`src/rtl/zg_pkg.sv`:
```
package zg_pkg;

  localparam int ZG_CODE_W = 2;

  typedef enum logic [1:0] {
    ACC_FETCH    = 2'b00,
    ACC_LOAD     = 2'b01,
    ACC_STORE    = 2'b10,
    ACC_LOAD_ALT = 2'b11
  } acc_kind_e;

  typedef enum logic [1:0] {
    RULE_DENY = 2'b00,
    RULE_PAGE = 2'b01,
    RULE_OPEN = 2'b10
  } rule_e;

endpackage

```
`src/rtl/zg_zone_reg.sv`:
```
module zg_zone_reg #(
  parameter int          REG_W     = 32,
  parameter logic [31:0] RESET_VAL = 32'h0
) (
  input  logic             clk,
  input  logic             rst_n,
  input  logic             wr_en,
  input  logic [REG_W-1:0] wr_data,
  output logic [REG_W-1:0] zone_q
);

  logic [REG_W-1:0] zone_d;

  always_comb begin
    zone_d = zone_q;
    if (wr_en) zone_d = wr_data;
  end

  always_ff @(posedge clk or negedge rst_n) begin
    if (!rst_n) zone_q <= RESET_VAL[REG_W-1:0];
    else        zone_q <= zone_d;
  end

  // a write lands on the edge, otherwise the register holds
  a_r2_write_lands: assert property (@(posedge clk) disable iff (!rst_n)
    wr_en |=> zone_q == $past(wr_data));
  a_r2_hold_without_enable: assert property (@(posedge clk) disable iff (!rst_n)
    !wr_en |=> $stable(zone_q));

endmodule

```
`src/rtl/zg_zone_sel.sv`:
```
module zg_zone_sel
  import zg_pkg::*;
#(
  parameter int NUM_ZONES = 16,
  parameter int ZSEL_W    = $clog2(NUM_ZONES),
  parameter int REG_W     = NUM_ZONES * ZG_CODE_W
) (
  input  logic [REG_W-1:0]     zone_q,
  input  logic [ZSEL_W-1:0]    sel,
  output logic [ZG_CODE_W-1:0] code
);

  localparam int SLOTS = 1 << ZSEL_W;

  logic [ZG_CODE_W-1:0] fields [SLOTS];

  // zone 0 in the most significant field, descending from there
  for (genvar z = 0; z < SLOTS; z++) begin : g_field
    if (z < NUM_ZONES) begin : g_used
      assign fields[z] = zone_q[REG_W-1-z*ZG_CODE_W -: ZG_CODE_W];
    end else begin : g_pad
      assign fields[z] = '0;
    end
  end

  always_comb code = fields[sel];

endmodule

```
`src/rtl/zg_rule.sv`:
```
module zg_rule
  import zg_pkg::*;
(
  input  logic [ZG_CODE_W-1:0] code,
  input  logic                 priv,
  output rule_e                rule
);

  always_comb begin
    unique case (code)
      2'b00:   rule = priv ? RULE_PAGE : RULE_DENY;
      2'b01:   rule = RULE_PAGE;
      2'b10:   rule = priv ? RULE_OPEN : RULE_PAGE;
      default: rule = RULE_OPEN;
    endcase
  end

endmodule

```
`src/rtl/zg_decide.sv`:
```
module zg_decide
  import zg_pkg::*;
(
  input  logic      clk,
  input  logic      rst_n,
  input  logic      xlate_on,
  input  logic      acc_valid,
  input  acc_kind_e kind,
  input  rule_e     rule,
  input  logic      page_exec,
  input  logic      page_write,
  output logic      permit,
  output logic      fetch_fault,
  output logic      data_fault
);

  logic page_ok;
  logic is_fetch;

  always_comb begin
    is_fetch = (kind == ACC_FETCH);
    unique case (kind)
      ACC_FETCH: page_ok = page_exec;
      ACC_STORE: page_ok = page_write;
      default:   page_ok = 1'b1;
    endcase
  end

  always_comb begin
    if (!xlate_on) begin
      permit = 1'b1;
    end else begin
      unique case (rule)
        RULE_DENY: permit = 1'b0;
        RULE_PAGE: permit = page_ok;
        default:   permit = 1'b1;
      endcase
    end
    fetch_fault = acc_valid && !permit && is_fetch;
    data_fault  = acc_valid && !permit && !is_fetch;
  end

  // a fetch from a non-executable page under the page rule is refused
  a_r8_fetch_needs_exec: assert property (@(posedge clk) disable iff (!rst_n)
    (xlate_on && rule == RULE_PAGE && kind == ACC_FETCH && !page_exec) |-> !permit);
  // at most one violation flag, and only for a presented access
  a_r10_one_fault: assert property (@(posedge clk) disable iff (!rst_n)
    $countones({fetch_fault, data_fault}) <= 1);
  a_r10_fault_needs_valid: assert property (@(posedge clk) disable iff (!rst_n)
    (fetch_fault || data_fault) |-> acc_valid);

endmodule

```
`src/rtl/zone_guard.sv`:
```
module zone_guard
  import zg_pkg::*;
#(
  parameter int NUM_ZONES = 16,
  parameter int ZSEL_W    = $clog2(NUM_ZONES),
  parameter int REG_W     = NUM_ZONES * ZG_CODE_W
) (
  input  logic              clk,
  input  logic              rst_n,
  input  logic              cfg_wr_en,
  input  logic [REG_W-1:0]  cfg_wr_data,
  input  logic              xlate_on,
  input  logic              acc_valid,
  input  logic [1:0]        acc_kind,
  input  logic              acc_priv,
  input  logic [ZSEL_W-1:0] page_zone,
  input  logic              page_exec,
  input  logic              page_write,
  output logic              acc_permit,
  output logic              fetch_fault,
  output logic              data_fault
);

  logic [REG_W-1:0]     zone_q;
  logic [ZG_CODE_W-1:0] zone_code;
  rule_e                rule;

  zg_zone_reg #(.REG_W(REG_W), .RESET_VAL(32'h0)) u_reg (
    .clk    (clk),
    .rst_n  (rst_n),
    .wr_en  (cfg_wr_en),
    .wr_data(cfg_wr_data),
    .zone_q (zone_q)
  );

  zg_zone_sel #(.NUM_ZONES(NUM_ZONES), .ZSEL_W(ZSEL_W), .REG_W(REG_W)) u_sel (
    .zone_q(zone_q),
    .sel   (page_zone),
    .code  (zone_code)
  );

  zg_rule u_rule (
    .code(zone_code),
    .priv(acc_priv),
    .rule(rule)
  );

  zg_decide u_decide (
    .clk        (clk),
    .rst_n      (rst_n),
    .xlate_on   (xlate_on),
    .acc_valid  (acc_valid),
    .kind       (acc_kind_e'(acc_kind)),
    .rule       (rule),
    .page_exec  (page_exec),
    .page_write (page_write),
    .permit     (acc_permit),
    .fetch_fault(fetch_fault),
    .data_fault (data_fault)
  );

  // untranslated accesses always pass with no violation
  a_r9_untranslated_open: assert property (@(posedge clk) disable iff (!rst_n)
    !xlate_on |-> (acc_permit && !fetch_fault && !data_fault));
  // code 11 never refuses
  a_r7_open_code: assert property (@(posedge clk) disable iff (!rst_n)
    (zone_code == 2'b11) |-> acc_permit);
  // code 00 refuses user accesses when translating
  a_r4_user_denied: assert property (@(posedge clk) disable iff (!rst_n)
    (xlate_on && zone_code == 2'b00 && !acc_priv) |-> !acc_permit);

endmodule

```
`config.mk`:
```
export PLATFORM = sky130hd
export DESIGN_NAME = zone_guard
export DESIGN_NICKNAME = d
export VERILOG_FILES = /design/src/rtl/zg_pkg.sv /design/src/rtl/zg_zone_reg.sv /design/src/rtl/zg_zone_sel.sv /design/src/rtl/zg_rule.sv /design/src/rtl/zg_decide.sv /design/src/rtl/zone_guard.sv
export SDC_FILE = /design/constraint.sdc
export NUM_CORES = 1
export LEC_CHECK = 0
export BUFFER_PORTS_ARGS = -buffer_cell sky130_fd_sc_hd__buf_2
export CORE_UTILIZATION = 46
export DETAILED_ROUTE_END_ITERATION = 6
export GPL_ROUTABILITY_DRIVEN = 1
export PLACE_DENSITY = 0.8
export SLEW_MARGIN = 20
export SYNTH_ARGS = -nofsm -noshare
export SYNTH_HDL_FRONTEND = slang
export SYNTH_HIERARCHICAL = 1
export SYNTH_SLANG_ARGS = --single-unit
```
`constraint.sdc`:
```
create_clock -name clk -period 1.7 [get_ports clk]
set_input_delay 0.085 -clock clk [delete_from_list [all_inputs] [get_ports clk]]
set_output_delay 0.085 -clock clk [all_outputs]
set_load 0.1 [all_outputs]
```
==> flow_summary.yaml, run 1 <==
status:
  outcome: "complete, but fails checks"
  violations: "setup timing"
clock_tree:
  h-tree-depth: 2
  ctsLongestPathBuffers: 2
  insertion_delay_ps: 270
  cts_num_sinks: 32
  root_buffer: "clkbuf_8"
  cts_buffers: 5
  clk_pin_slew_ps: 60
  cts_tree: "built"
die:
  num_rows: 21
  die_h_um: 62.67
  ioPinCount: 49
  die_area_um2: 3927
  core-area_um2: 3442
  initial_core_util_pct: 49.18
  dieWidth_um: 62.67
cells_and_area:
  areaGrowthSynthToFinish_pct: 37.03
  largestRegisters: "u_reg/zone_q: 32 flops"
  largest_register_ffs: 32
  diodes: 0
  nNetsFinal: 218
  finalNonFillerCells: 219
  final_layout_size_suffix_gt1_share_pct: 72.25
  finalCoreUtilization_pct: 67.39
  largest_register: "u_reg/zone_q"
synth:
  syn_avg_cell_area_um2: 17.10
  ys_seq_area_share_pct: 47.30
  netlist_instances: 99
  synth_nets: 145
  ys_seq_elements: 32
  synth.distinct_cells: 21
  yosys.area.top_type: "dfrtp_1"
  yosysWarnings: 6
  synthesis.area_um2: 1693
  synth_top_area_share_pct: 47.30
  synth.area.top_cells: "dfrtp_1 (47%), mux2_4 (27%), mux4_1 (6.2%)"
power:
  ir_drop_mv: 0.5765
  leakage_nw: 1.135
  power_density_nw_per_um2: 866.7
place:
  dp_cells: 208
  port_buffers: 48
  dp_hpwl_um: 2424
  gp_congestion: 0.7573
  place_worst_setup_slack_ps: -710.8
sta:
  relSlewSlack_pct: 52.64
  fmax_mhz: 384.6
  tns_ps: -2546
  finClkSkew_ps: 0
  hold_ws_ps: 36.91
  setup_ws_ps: -899.9
  fin_crit_sh_pct: 152.9
  slew_viol_final: 0
  rsz0062_at_grt: "true"
  final-setup-viol-count: 3
  fin_crit_ps: 2600
  tightest_slew_ps: 710.5
  hold_viol: 0
routing:
  vias: 1096
  first_iter_violations: 30
  drt-vias-per-instance: 5.005
  drc_errors: 0
  firstDrtPassIters: 3
  drtAntennaViolNets: 0
  routed_wl_um: 3319
  drt-wirelength-per-cell_um: 15.16
global_route:
  track_usage_pct: 18.52
  antenna_found_initial: 0
  grt_pass1_vias: 1212
  grt_max_degree: 33
  grt-ovfl-total: 0
  grt_pass1_wl_um: 5485
setup_path:
  worstPathArrival_ps: 2510
  worst-r2r-setup-slack_ps: 800
  cp-end-kind: "output port"
  crit_fanout: 2
  required_ps: 1620
  cp-start-kind: "flip-flop"
  crit_type: "flip-flop to output port"
  r2r_cells: 2
  worstSetupStartpoint: "u_reg/zone_q[31]"
  r2r-start: "u_reg/zone_q[28]"
  rr_endpoint: "u_reg/zone_q[28]"
hold_path:
  hp-class: "input port to flip-flop"
  whs_path_depth: 2
  worstHoldStart: "cfg_wr_data[8]"
  min_to: "u_reg/zone_q[8]"
flow_run:
  cap_violations: 0
## synthesized netlist by cell type, drive strengths merged
master	number
a21oi	1
a22oi	2
buf	5
clkbuf	1
dfrtp	32
mux2	32
mux2i	1
mux4	8
nand2	2
nand3	4
nor2	3
nor2b	2
nor3	1
nor3b	2
nor4b	1
o21a	1
o21ai	1
## critical path, stage by stage (launching register included)
cell and delay [ps]:
dfrtp_1 390, mux4_2 490, a22oi_2 170, nand3_1 160
nor3_2 190, nor2_2 60, nor3b_2 230, a21oi_4 70
nor4b_4 270, buf_12 210
## final cells by class
type | count | area (µm²)
clock buffers | 7 | 86.33
clock inverters | 1 | 7.507
fillers | 246 | 1122
multi-input cells | 61 | 870.8
flip-flops and latches | 32 | 800.8
well taps | 46 | 57.56
repair buffers | 72 | 496.7
## cells in the final DEF, fill, tap and decap left out
master and n:
nor2_4 1, buf_4 20, o21a_4 1, nand3_2 1, nor3_2 1, mux2_4 30, buf_2 45, nor4b_4 1
nand3_1 3, buf_6 1, mux2_2 2, clkinvlp_4 1, nor2_2 1, mux4_2 4, nor3b_2 1, clkbuf_1 1
mux2i_1 1, nor2b_1 2, dfrtp_1 32, o21ai_0 1, nand2_1 2, nor2_1 1, nor3b_4 1, a22oi_2 2
a21oi_4 1, dlygate4sd3_1 1, mux4_1 4, buf_12 5, clkbuf_8 6
## report_power, final
part           switching [mW]  internal (mW)
registers              0.0418          0.838
logic                   0.213          0.325
clock network           0.264          0.329
## worst max-delay path by stage
stage,to,slack (ps),cells past startpoint
3_3_place_gp,fetch_fault,-610,10
4_1_cts,fetch_fault,-910,9
2_1_floorplan,fetch_fault,-1310,7
3_5_place_dp,fetch_fault,-710,10
5_1_grt,fetch_fault,-1010,9
6_report,fetch_fault,-900,9
## cell families (layout without fill, tap and decap cells)
group / after synthesis / after routing / synth area share, %
DFF: 32 / 32 / 47.30
buffers and inverters: 6 / 80 / 5.100
muxes: 41 / 41 / 40.06
and+or+nand+nor: 15 / 15 / 5.395
AOI/OAI and AO/OA: 5 / 5 / 2.143
## per-layer routing
| layer | global-route usage (%) | vias up | share of wire (%) |
|---|---|---|---|
| li1 | - | 516 | - |
| met1 | 24.21 | 538 | 44 |
| met2 | 28.80 | 37 | 49 |
| met3 | 6.752 | 5 | 6.2 |
| met4 | 5.523 | 0 | 0.87 |
| met5 | 0 | - | 0 |
## through the flow
stage,power (mW),instance area [µm²]
global placement,1.362,2143
detailed placement,1.384,2143
global route,2.117,2320
CTS,1.998,2265
finish,2.010,2320
floorplan,1.186,1717
## timing repair
action	in CTS	in global routing
setup endpoints to repair	3	3
resized for setup	2	7
hold buffers	1	0
endpoints found under the hold margin	32	0
pin swaps	4	3
setup buffers	1	1
No activity file was read; power rests on OpenSTA's default activity.
==> run 2, diff against run 1 <==
- CORE_UTILIZATION: 46 -> 50
- PLACE_DENSITY: 0.8 -> 0.82
- RECOVER_POWER: unset -> 50
- clock period: 1.7 -> 3 ns (I/O delays scaled with it)
==> flow_summary.yaml, run 2 (same netlist as run 1, synthesis figures left out) <==
clock_tree:
  cts_num_sinks: 32
  cts_setup_buffers: 0
  root_buffer: "clkbuf_4"
  insertion_delay_ps: 330
  ctsLongestPathBuffers: 2
  h-tree-depth: 2
  cts_buffers: 5
  clk_pin_slew_ps: 100
  cts_tree: "built"
sta:
  tightest_slew_ps: 2334
  rsz0062_at_grt: "false"
  fmax_mhz: 349.6
  fin_crit_ps: 2861
  hold_ws_ps: 38.10
  finClkSkew_ps: 0
  relSlewSlack_pct: -55.61
  slew_viol_final: 66
  hold_viol: 0
  tns_ps: 0
  fin_crit_sh_pct: 95.36
  final-setup-viol-count: 0
  setup_ws_ps: 139.3
place:
  place_worst_setup_slack_ps: 268.9
  dp_hpwl_um: 2364
  gp_congestion: 0.7044
  port_buffers: 48
die:
  num_rows: 20
  initial_core_util_pct: 54.12
  die_area_um2: 3622
  dieWidth_um: 60.19
  ioPinCount: 49
  core-area_um2: 3128
  die_h_um: 60.19
cells_and_area:
  nNetsFinal: 195
  diodes: 0
  fillers: 233
  largest_register_ffs: 32
  layout_common_cells: "buf_2 (45), dfrtp_1 (32), mux2_4 (30)"
  areaGrowthSynthToFinish_pct: 19.07
  final_layout_size_suffix_gt1_share_pct: 62.67
  final_common_cell: "buf_2"
  largest_register: "u_reg/zone_q"
  largestRegisters: "u_reg/zone_q: 32 flops"
  finalCoreUtilization_pct: 64.44
global_route:
  use_met1_pct: 24.29
  antenna_found_initial: 0
  grt_pass1_wl_um: 5126
  grt_use_met2_pct: 34.54
  grt_max_degree: 33
  use_met3_pct: 4.762
  grt_pass1_vias: 1091
  gr-max-usage-layer: "met2"
  grt-ovfl-total: 0
  track_usage_pct: 20.71
routing:
  drt-vias-per-instance: 5.309
  drc_errors: 0
  firstDrtPassIters: 4
  first_iter_violations: 31
  drt-wirelength-per-cell_um: 16.49
  vias: 1030
  drtAntennaViolNets: 0
  routed_wl_um: 3199
power:
  seq_power_share_pct: 47.7
  intPower_mw: 0.7770
  fin_total_pwr_mw: 1.049
  power_frac_clock_pct: 30.5
  ir_drop_mv: 0.3034
  power_density_nw_per_um2: 520.5
  switching_share_pct: 25.95
  leakage_nw: 0.9824
  p_switching_mw: 0.2723
  combPwrFrac_pct: 21.8
setup_path:
  cp-end-kind: "output port"
  crit_fanout: 3
  cp-start-kind: "flip-flop"
  crit_type: "flip-flop to output port"
  worstPathArrival_ps: 2710
  required_ps: 2850
flow_run:
  cap_violations: 2
hold_path:
  hp-class: "input port to flip-flop"
status:
  outcome: "complete, but fails checks"
  violations: "capacitance limit, slew limit"
run 2: cell count changes in the layout (fill, tap and decap cells not counted), moves of 2 or more:
| cell | change |
|---|---|
| clkbuf_8 | -6 |
| a22oi_2 | -2 |
| a22oi_1 | +2 |
| buf_4 | -20 |
| clkbuf_4 | +5 |
| buf_12 | -5 |
| clkbuf_1 | +2 |
run 2: what timing repair did:
| item | in CTS | in global routing |
|---|---|---|
| gates cloned | 0 | 0 |
| endpoints found under the setup margin | 1 | 1 |
| resized for setup | 1 | 1 |
| hold buffers | 1 | 0 |
| endpoints found under the hold margin | 32 | 0 |
run 2: cell type report:
class	count	area (µm²)	area share (%)
sequential	32	800.8	39.73
clock inverter	2	35.03	1.738
clock buffer	6	41.29	2.048
tap	44	55.05	2.731
multi-input combinational	61	829.5	41.15
timing repair buffer	49	254.0	12.60
run 2: final timing paths:
| check | startpoint | to | slack, ps | depth (start not counted) |
|---|---|---|---|---|
| worst max-delay path | u_reg/zone_q[24] | fetch_fault | 140 | 8 |
| worst min-delay path | cfg_wr_data[0] | u_reg/zone_q[0] | 40 | 2 |
| worst max register to register | u_reg/zone_q[17] | u_reg/zone_q[17] | 2210 | 1 |
| worst min register to register | u_reg/zone_q[7] | u_reg/zone_q[7] | 520 | 1 |
| max in group asynchronous | rst_n | u_reg/zone_q[10] | 1290 | 2 |
| min in group asynchronous | rst_n | u_reg/zone_q[8] | 760 | 2 |
run 2: metal layers:
layer / vias up / part of all wire (%)
met5: - / 0
met4: 0 / 2.7
met3: 9 / 4.9
met2: 36 / 52
met1: 516 / 40
li1: 469 / -
run 2: power by group through the flow:
stage / Clock [mW] / Sequential [mW] / Combinational [mW]
floorplan: 0 / 0.497 / 0.175
global placement: 0 / 0.505 / 0.214
detailed placement: 0 / 0.507 / 0.225
CTS: 0.328 / 0.501 / 0.227
global route: 0.349 / 0.505 / 0.244
finish: 0.320 / 0.501 / 0.229
run 2: per-stage QoR:
stage / instance area [µm²] / cells
5_1_grt: 2016 / 194
6_report: 2016 / 194
3_3_place_gp: 1926 / 185
4_1_cts: 2014 / 194
2_1_floorplan: 1717 / 99
3_5_place_dp: 1926 / 185
run 2: worst max-delay path, cell delays in order, from the launching register on:
cell and delay, ps:
dfrtp_1 400, mux4_2 480, a22oi_1 220, nand3_1 130, o21a_1 240, nor3b_2 240
a21oi_4 100, nor4b_4 300, buf_6 260
